===== src/rtl/pmd_pkg.sv =====
package pmd_pkg;

   // current-limit selection carried on mode_code
   typedef enum logic [1:0] {
      LIM_500 = 2'b00,
      LIM_EXT = 2'b01,
      LIM_100 = 2'b10
   } lim_e;

   typedef enum logic [1:0] {
      ST_OFF = 2'b00,
      ST_WIN = 2'b01,
      ST_RUN = 2'b10
   } st_e;

   // map a settled pulse count to a limit; three pulses keep the default limit
   function automatic lim_e lim_of(input int n);
      case (n)
         1:       lim_of = LIM_EXT;
         2:       lim_of = LIM_100;
         3:       lim_of = LIM_500;
         default: lim_of = LIM_100;
      endcase
   endfunction

endpackage


===== src/rtl/pmd_tick.sv =====
// Divides the system clock into a one-cycle pulse every microsecond.
module pmd_tick #(
   parameter int DIV = 250
) (
   input  logic clk,
   input  logic rst,
   output logic tick
);
   generate
      if (DIV < 1) begin : g_bad
         $error("pmd_tick: DIV must be at least 1");
      end
      if (DIV == 1) begin : g_every
         logic tick_q;
         always_ff @(posedge clk) tick_q <= ~rst;
         assign tick = tick_q;
      end else begin : g_div
         localparam int W = $clog2(DIV);
         logic [W-1:0] cnt_q;
         logic         tick_q;
         always_ff @(posedge clk) begin
            if (rst) begin
               cnt_q  <= '0;
               tick_q <= 1'b0;
            end else if (cnt_q == W'(DIV - 1)) begin
               cnt_q  <= '0;
               tick_q <= 1'b1;
            end else begin
               cnt_q  <= cnt_q + 1'b1;
               tick_q <= 1'b0;
            end
         end
         assign tick = tick_q;
      end
   endgenerate
endmodule


===== src/rtl/pmd_sync.sv =====
// Multi-stage synchronizer for the asynchronous pin.
module pmd_sync #(
   parameter int   STAGES  = 2,
   parameter logic IDLE_LV = 1'b1
) (
   input  logic clk,
   input  logic rst,
   input  logic d,
   output logic q
);
   generate
      if (STAGES < 2) begin : g_bad
         $error("pmd_sync: STAGES must be at least 2");
      end
   endgenerate

   logic [STAGES-1:0] chain_q;

   always_ff @(posedge clk) begin
      if (rst) chain_q <= {STAGES{IDLE_LV}};
      else     chain_q <= {chain_q[STAGES-2:0], d};
   end

   assign q = chain_q[STAGES-1];
endmodule


===== src/rtl/pmd_satcnt.sv =====
// Saturating up-counter of microsecond ticks with a synchronous clear.
module pmd_satcnt #(
   parameter int MAX = 1501,
   localparam int W  = $clog2(MAX + 1)
) (
   input  logic         clk,
   input  logic         rst,
   input  logic         clr,
   input  logic         inc,
   output logic [W-1:0] val
);
   always_ff @(posedge clk) begin
      if (rst || clr)                 val <= '0;
      else if (inc && val != W'(MAX)) val <= val + 1'b1;
   end
endmodule


===== src/rtl/pulse_mode_decoder.sv =====
module pulse_mode_decoder #(
   parameter int CLK_HZ      = 250_000_000,
   parameter int SYNC_STAGES = 2,
   parameter int DGL_US      = 50,
   parameter int WAIT_US     = 32000,
   parameter int PMIN_US     = 100,
   parameter int PMAX_US     = 700,
   parameter int IDLE_US     = 1500,
   parameter int EARLY_CNT   = 4
) (
   input  logic       clk,
   input  logic       rst,
   input  logic       prog_pin,
   output logic       dev_en,
   output logic [1:0] mode_code,
   output logic       test_en,
   output logic       mode_stb
);
   import pmd_pkg::*;

   localparam int CLK_PER_US = CLK_HZ / 1_000_000;
   localparam int PH_MAX     = IDLE_US + 1;
   localparam int PH_W       = $clog2(PH_MAX + 1);
   localparam int WIN_W      = $clog2(WAIT_US + 1);
   localparam int CW         = $clog2(EARLY_CNT + 1);

   generate
      if (CLK_PER_US < 1) begin : g_bad_clk
         $error("pulse_mode_decoder: CLK_HZ below 1 MHz");
      end
      if (PMIN_US >= PMAX_US || PMAX_US >= IDLE_US || DGL_US >= IDLE_US) begin : g_bad_win
         $error("pulse_mode_decoder: inconsistent width windows");
      end
      if (EARLY_CNT < 4 || EARLY_CNT > 7) begin : g_bad_cnt
         $error("pulse_mode_decoder: EARLY_CNT out of range");
      end
   endgenerate

   logic             us_tick;
   logic             pin_s, pin_d;
   logic             edge_seen, rise, fall;
   logic [PH_W-1:0]  ph_us;
   logic [WIN_W-1:0] win_us;

   pmd_tick #(.DIV(CLK_PER_US)) u_tick (
      .clk(clk), .rst(rst), .tick(us_tick)
   );

   pmd_sync #(.STAGES(SYNC_STAGES), .IDLE_LV(1'b1)) u_sync (
      .clk(clk), .rst(rst), .d(prog_pin), .q(pin_s)
   );

   always_ff @(posedge clk) begin
      if (rst) pin_d <= 1'b1;
      else     pin_d <= pin_s;
   end

   assign edge_seen = pin_s ^ pin_d;
   assign rise      = pin_s & ~pin_d;
   assign fall      = ~pin_s & pin_d;

   st_e             st_q, st_n;
   logic [CW-1:0]   cnt_q, cnt_n;
   lim_e            lim_q, lim_n;
   logic            tst_q, tst_n;
   logic            stb_q, stb_n;

   // duration of the current level; at an edge it still holds the finished phase
   pmd_satcnt #(.MAX(PH_MAX)) u_phase (
      .clk(clk), .rst(rst), .clr(edge_seen), .inc(us_tick), .val(ph_us)
   );

   // elapsed programming window
   pmd_satcnt #(.MAX(WAIT_US)) u_window (
      .clk(clk), .rst(rst), .clr(st_q != ST_WIN), .inc(us_tick), .val(win_us)
   );

   logic low_dgl, low_idle, hi_long, hi_ok, gap_ok, win_done;

   assign low_dgl  = ~pin_d && (ph_us >= PH_W'(DGL_US));
   assign low_idle = ~pin_d && (ph_us >= PH_W'(IDLE_US));
   assign hi_long  =  pin_d && (ph_us >  PH_W'(IDLE_US));
   assign hi_ok    = (ph_us >= PH_W'(PMIN_US)) && (ph_us <= PH_W'(PMAX_US));
   assign gap_ok   = hi_ok;
   assign win_done = (win_us >= WIN_W'(WAIT_US));

   always_comb begin
      st_n  = st_q;
      cnt_n = cnt_q;
      lim_n = lim_q;
      tst_n = tst_q;
      stb_n = 1'b0;
      unique case (st_q)
         ST_OFF: begin
            if (low_dgl) begin
               st_n  = ST_WIN;
               cnt_n = '0;
            end
         end
         ST_WIN: begin
            if (hi_long) begin
               st_n  = ST_OFF;
               cnt_n = '0;
            end else if (fall) begin
               if (!hi_ok) begin
                  cnt_n = '0;
               end else if (cnt_q == CW'(EARLY_CNT - 1)) begin
                  cnt_n = cnt_q + 1'b1;
                  st_n  = ST_RUN;
                  lim_n = LIM_100;
                  stb_n = 1'b1;
               end else begin
                  cnt_n = cnt_q + 1'b1;
               end
            end else if (rise) begin
               if (cnt_q != '0 && !gap_ok) cnt_n = '0;
            end else if (cnt_q != '0 && low_idle) begin
               st_n  = ST_RUN;
               lim_n = lim_of(int'(cnt_q));
               tst_n = (cnt_q == CW'(3));
               stb_n = 1'b1;
            end else if (cnt_q == '0 && ~pin_d && win_done) begin
               st_n  = ST_RUN;
               lim_n = LIM_500;
               stb_n = 1'b1;
            end
         end
         ST_RUN: begin
            if (hi_long) begin
               st_n  = ST_OFF;
               lim_n = LIM_500;
               tst_n = 1'b0;
               cnt_n = '0;
            end
         end
         default: st_n = ST_OFF;
      endcase
   end

   always_ff @(posedge clk) begin
      if (rst) begin
         st_q  <= ST_OFF;
         cnt_q <= '0;
         lim_q <= LIM_500;
         tst_q <= 1'b0;
         stb_q <= 1'b0;
      end else begin
         st_q  <= st_n;
         cnt_q <= cnt_n;
         lim_q <= lim_n;
         tst_q <= tst_n;
         stb_q <= stb_n;
      end
   end

   assign dev_en    = (st_q == ST_RUN);
   assign mode_code = lim_q;
   assign test_en   = tst_q;
   assign mode_stb  = stb_q;

endmodule


===== config.mk =====
export PLATFORM = sky130hd
export DESIGN_NAME = pulse_mode_decoder
export DESIGN_NICKNAME = d
export VERILOG_FILES = /design/src/rtl/pmd_pkg.sv /design/src/rtl/pmd_tick.sv /design/src/rtl/pmd_sync.sv /design/src/rtl/pmd_satcnt.sv /design/src/rtl/pulse_mode_decoder.sv
export SDC_FILE = /design/constraint.sdc
export NUM_CORES = 1
export LEC_CHECK = 0
export BUFFER_PORTS_ARGS = -buffer_cell sky130_fd_sc_hd__buf_4
export CAP_MARGIN = 40
export CORE_MARGIN = 2
export CORE_UTILIZATION = 49
export CTS_CLUSTER_SIZE = 14
export DETAILED_ROUTE_END_ITERATION = 12
export GPL_TIMING_DRIVEN = 0
export PLACE_DENSITY = 0.74
export SLEW_MARGIN = 40
export SYNTH_ARGS = -nofsm -noshare
export SYNTH_HDL_FRONTEND = slang
export SYNTH_SLANG_ARGS = --single-unit

===== constraint.sdc =====
create_clock -name clk -period 2.2 [get_ports clk]
set_input_delay 0.11 -clock clk [delete_from_list [all_inputs] [get_ports clk]]
set_output_delay 0.11 -clock clk [all_outputs]
set_load 0.005 [all_outputs]

==> flow_summary.toml <==
[clock_network]
root_buffer = "clkbuf_8"
clk_path_buf_depth = 2
cts_made_buffers = 5
cts_num_sinks = 47
h-tree-depth = 2
insertion_delay_ns = 0.31
tritoncts_clock_tree = "done"
clk_pin_slew_ns = 0.09

[worst_setup_path]
timing.critical_path.cells = "inv_1, ha_1, or4_2, nand3_1, a32o_1, a221oi_2, nand2_2, mux2_4"
worst_ep_arrival_time_ns = 2.32
critical_path.slowest_cell = "or4_2"
cp_endpoint_kind = "flip-flop"
max_stage_delay_ns = 0.53
setup.worst_path.class = "flip-flop to flip-flop"
setup.reg_to_reg.worst_slack_ns = 0.09
rr_startpoint = "u_phase.val[0]"
worst-path-max-fanout = 6
worst_r2r_end = "cnt_q[2]"
required_ns = 2.40
worstSetupStartpointType = "flip-flop"
ff2ff_path_depth = 8

[pwr]
sequentialPowerShare_pct = 59.6
proportion_of_power_drawn_by_the_clock_network_pct = 38.0
swShare_pct = 24.2
report.power.total_uw = 1440
power_leakage_uw = 0.000988
total_switching_power_uw = 349
power_per_cell_area_nw_per_um2 = 515
share_comb_of_total_power_pct = 2.4
power.internal_uw = 1100
vdd_drop_max_mv = 0.379

[final_layout]
final_core_utilization_pct = 55.3
multi_input_logic_area_um2 = 1480
layout-drive-gt1-share_pct = 13.1
ff_latch_area_um2 = 946
n_antenna_cell = 0
area_delta_synth_final_pct = 9.84
filler_cell_count = 474
stdcell_count = 384
finish.net_count = 329

[route]
drc_errors = 0
routed_via_count_divided_by_cell_count = 5.35
dr_total_vias = 2053
drt-total-wl_mm = 4.80
antenna_violating_nets_post_route = 0
drt_first_iter_violations = 119
drt-pass1-iter-count = 4
drt-wirelength-per-cell_um = 12.5

[logic_synthesis]
synth.lib_cells_used.distinct = 57
average_footprint_of_a_synthesized_cell_um2 = 8.55
synth_largest_area_cell = "dfxtp_1"
post_synth_inst_count = 299
postSynthNetCount = 315
synthesis.area_um2 = 2560
synth-async-reset-ratio_pct = 0
ys_top_cells_by_area = "dfxtp_1 37%, nor2_1 6.9%, ha_1 6.4%, xnor2_1 3.8%, xor2_1 3.8%"
sequential_area_share_after_synthesis_pct = 36.8
yosysWarningCount = 0
number_of_enable_flip_flop_cells_after_synthesis = 0
ys_dominant_reg_cell = "dfxtp_1"
synth.top_cell.area_share_pct = 36.8
synth.ff_latch_count = 47
yosys-top-cells-count = "47 x dfxtp_1, 47 x nor2_1, 22 x nand2_1, 20 x inv_1"

[timing]
timing_hold_violations_final = 0
final_max_slew_viol_count = 0
slew_at_the_pin_closest_to_its_max_slew_limit_ns = 0.481
finalClockSkew_ns = 0.00569
rsz0062_at_grt = "false"
max-slew-margin-rel_pct = 68.0
setup-tns-final_ns = 0
report.final.setup_viol = 0
finalWorstPathRequiredPeriod_ns = 2.11
fmax_ghz = 0.473
layout_worst_path_cycle_share_pct = 96.1

[die]
fp.dieW_um = 76.2
design.portCount = 8
die_h_um = 76.2
rows = 26
initial_core_util_pct = 50.4
coreArea_um2 = 5070
die_area_um2 = 5810

[min_path]
worst_hold_path_endpoint = "u_tick.g_div.cnt_q[7]"
holdPathStages = 2
classification_of_the_worst_slack_hold_path = "input port to flip-flop"
holdCritStartpoint = "rst"

[placed_design]
dpl.hpwl_mm = 3.46
gp_congestion = 0.772
buffer_ports.inserted = 6
dpl.cell_count = 375

[grt]
groute.usage.overall_pct = 18.0
global_route.overflow_total = 0
wire_length_of_the_first_global_routing_pass_mm = 8.54
antenna_found_initial = 0
largest_net_degree_at_the_start_of_global_routing = 17
first_global_vias = 1915

[job]
max-cap-violations = 0

[run_status]
run_status = "finished clean"
[cell families after synthesis]
| group | Yosys count | share of synthesized area, % |
|---|---|---|
| compound gates | 47 | 13.2 |
| xor+xnor | 22 | 7.54 |
| fa+ha+maj | 13 | 6.36 |
| buf+inv | 30 | 5.82 |
| flops | 47 | 36.8 |
| mux | 6 | 2.79 |
| simple gates | 134 | 27.5 |
[power groups by stage]
stage | sequential (µW) | combinational (µW) | clock [µW]
2_1_floorplan | 881 | 24.5 | 0
3_3_place_gp | 882 | 32.7 | 0
3_5_place_dp | 883 | 34.1 | 0
4_1_cts | 863 | 35.4 | 566
5_1_grt | 863 | 39.7 | 601
6_report | 862 | 34.7 | 548
[stage by stage]
| step | instance area (µm²) | hold slack, ns | setup slack, ns |
|---|---|---|---|
| global placement | 2690 | 0.296 | 0.0472 |
| CTS | 2790 | 0.196 | 0.0632 |
| global route | 2810 | 0.233 | 0.0148 |
| floorplan | 2560 | 0.214 | 0.174 |
| detailed placement | 2690 | 0.298 | 0.0183 |
| finish | 2810 | 0.200 | 0.0858 |
[routing by layer]
layer	up-vias	share of wire, %	global-route usage [%]
met5	-	0	0
met4	0	1.0	8.55
met3	4	4.2	3.20
met2	32	47	29.7
met1	944	48	22.7
li1	1073	-	-
[cell type report]
cell class / count / share of cell area [%]
Buffer: 9 / 2.50
Clock buffer: 5 / 2.45
Clock inverter: 3 / 0.802
Inverter: 21 / 2.81
Multi-Input combinational cell: 222 / 52.7
Sequential cell: 47 / 33.7
Tap cell: 70 / 3.12
Timing Repair Buffer: 7 / 1.96
[registers in the layout, summed over array words and instances (netlist names)]
register and count:
u_tick.g_div.cnt_q 8, mode_stb 1, cnt_q 3, u_sync.chain_q 2, u_window.val 15, pin_d 1, st_q 2, test_en 1
u_tick.tick 1, mode_code 2, u_phase.val 11
[layout by cell type, fill, tap and decap left out, drive strengths merged, types with 2 or more instances in the layout]
master and n:
o21ai 14, or3 8, nand2 23, a31oi 2
buf 10, nor4 4, ha 13, inv 21
or2 3, a21oi 13, and3 3, clkbuf 10
nor2b 3, clkinv 3, xor2 11, nor2 47
or4 2, a211oi 2, nand3 10, nor3 6
mux2 3, and4 2, and2 2, xnor2 11
nand2b 4, nand4 13, dfxtp 47, mux2i 3
[how the worst max path moves through the flow]
stage                     slack (ns)  depth (start not counted)        to             from
after floorplan                 0.17                          8  cnt_q[0]   u_phase.val[0]
after global placement          0.05                          8  cnt_q[0]   u_phase.val[0]
after detailed placement        0.02                          8  cnt_q[0]   u_phase.val[0]
after CTS                       0.06                          8  cnt_q[2]   u_phase.val[0]
after global routing            0.01                          6  cnt_q[2]  u_phase.val[10]
final                           0.09                          8  cnt_q[2]   u_phase.val[0]
[worst max-delay path: cells and delay by family (launching register included)]
kind	cells	cell delay, ns
fa+ha+maj	1	0.18
buf+inv	1	0.06
simple gates	3	0.80
flops	1	0.39
compound gates	2	0.28
mux	1	0.31
[repair_timing]
action                                  4_1_cts  5_1_grt
buffers inserted                              0        0
hold buffers                                  1        0
pin swaps                                     0        0
hold endpoints to repair                      1        0
endpoints found under the setup margin        2        3
resized for setup                             1        4
Power figures use the tool's default switching activity.
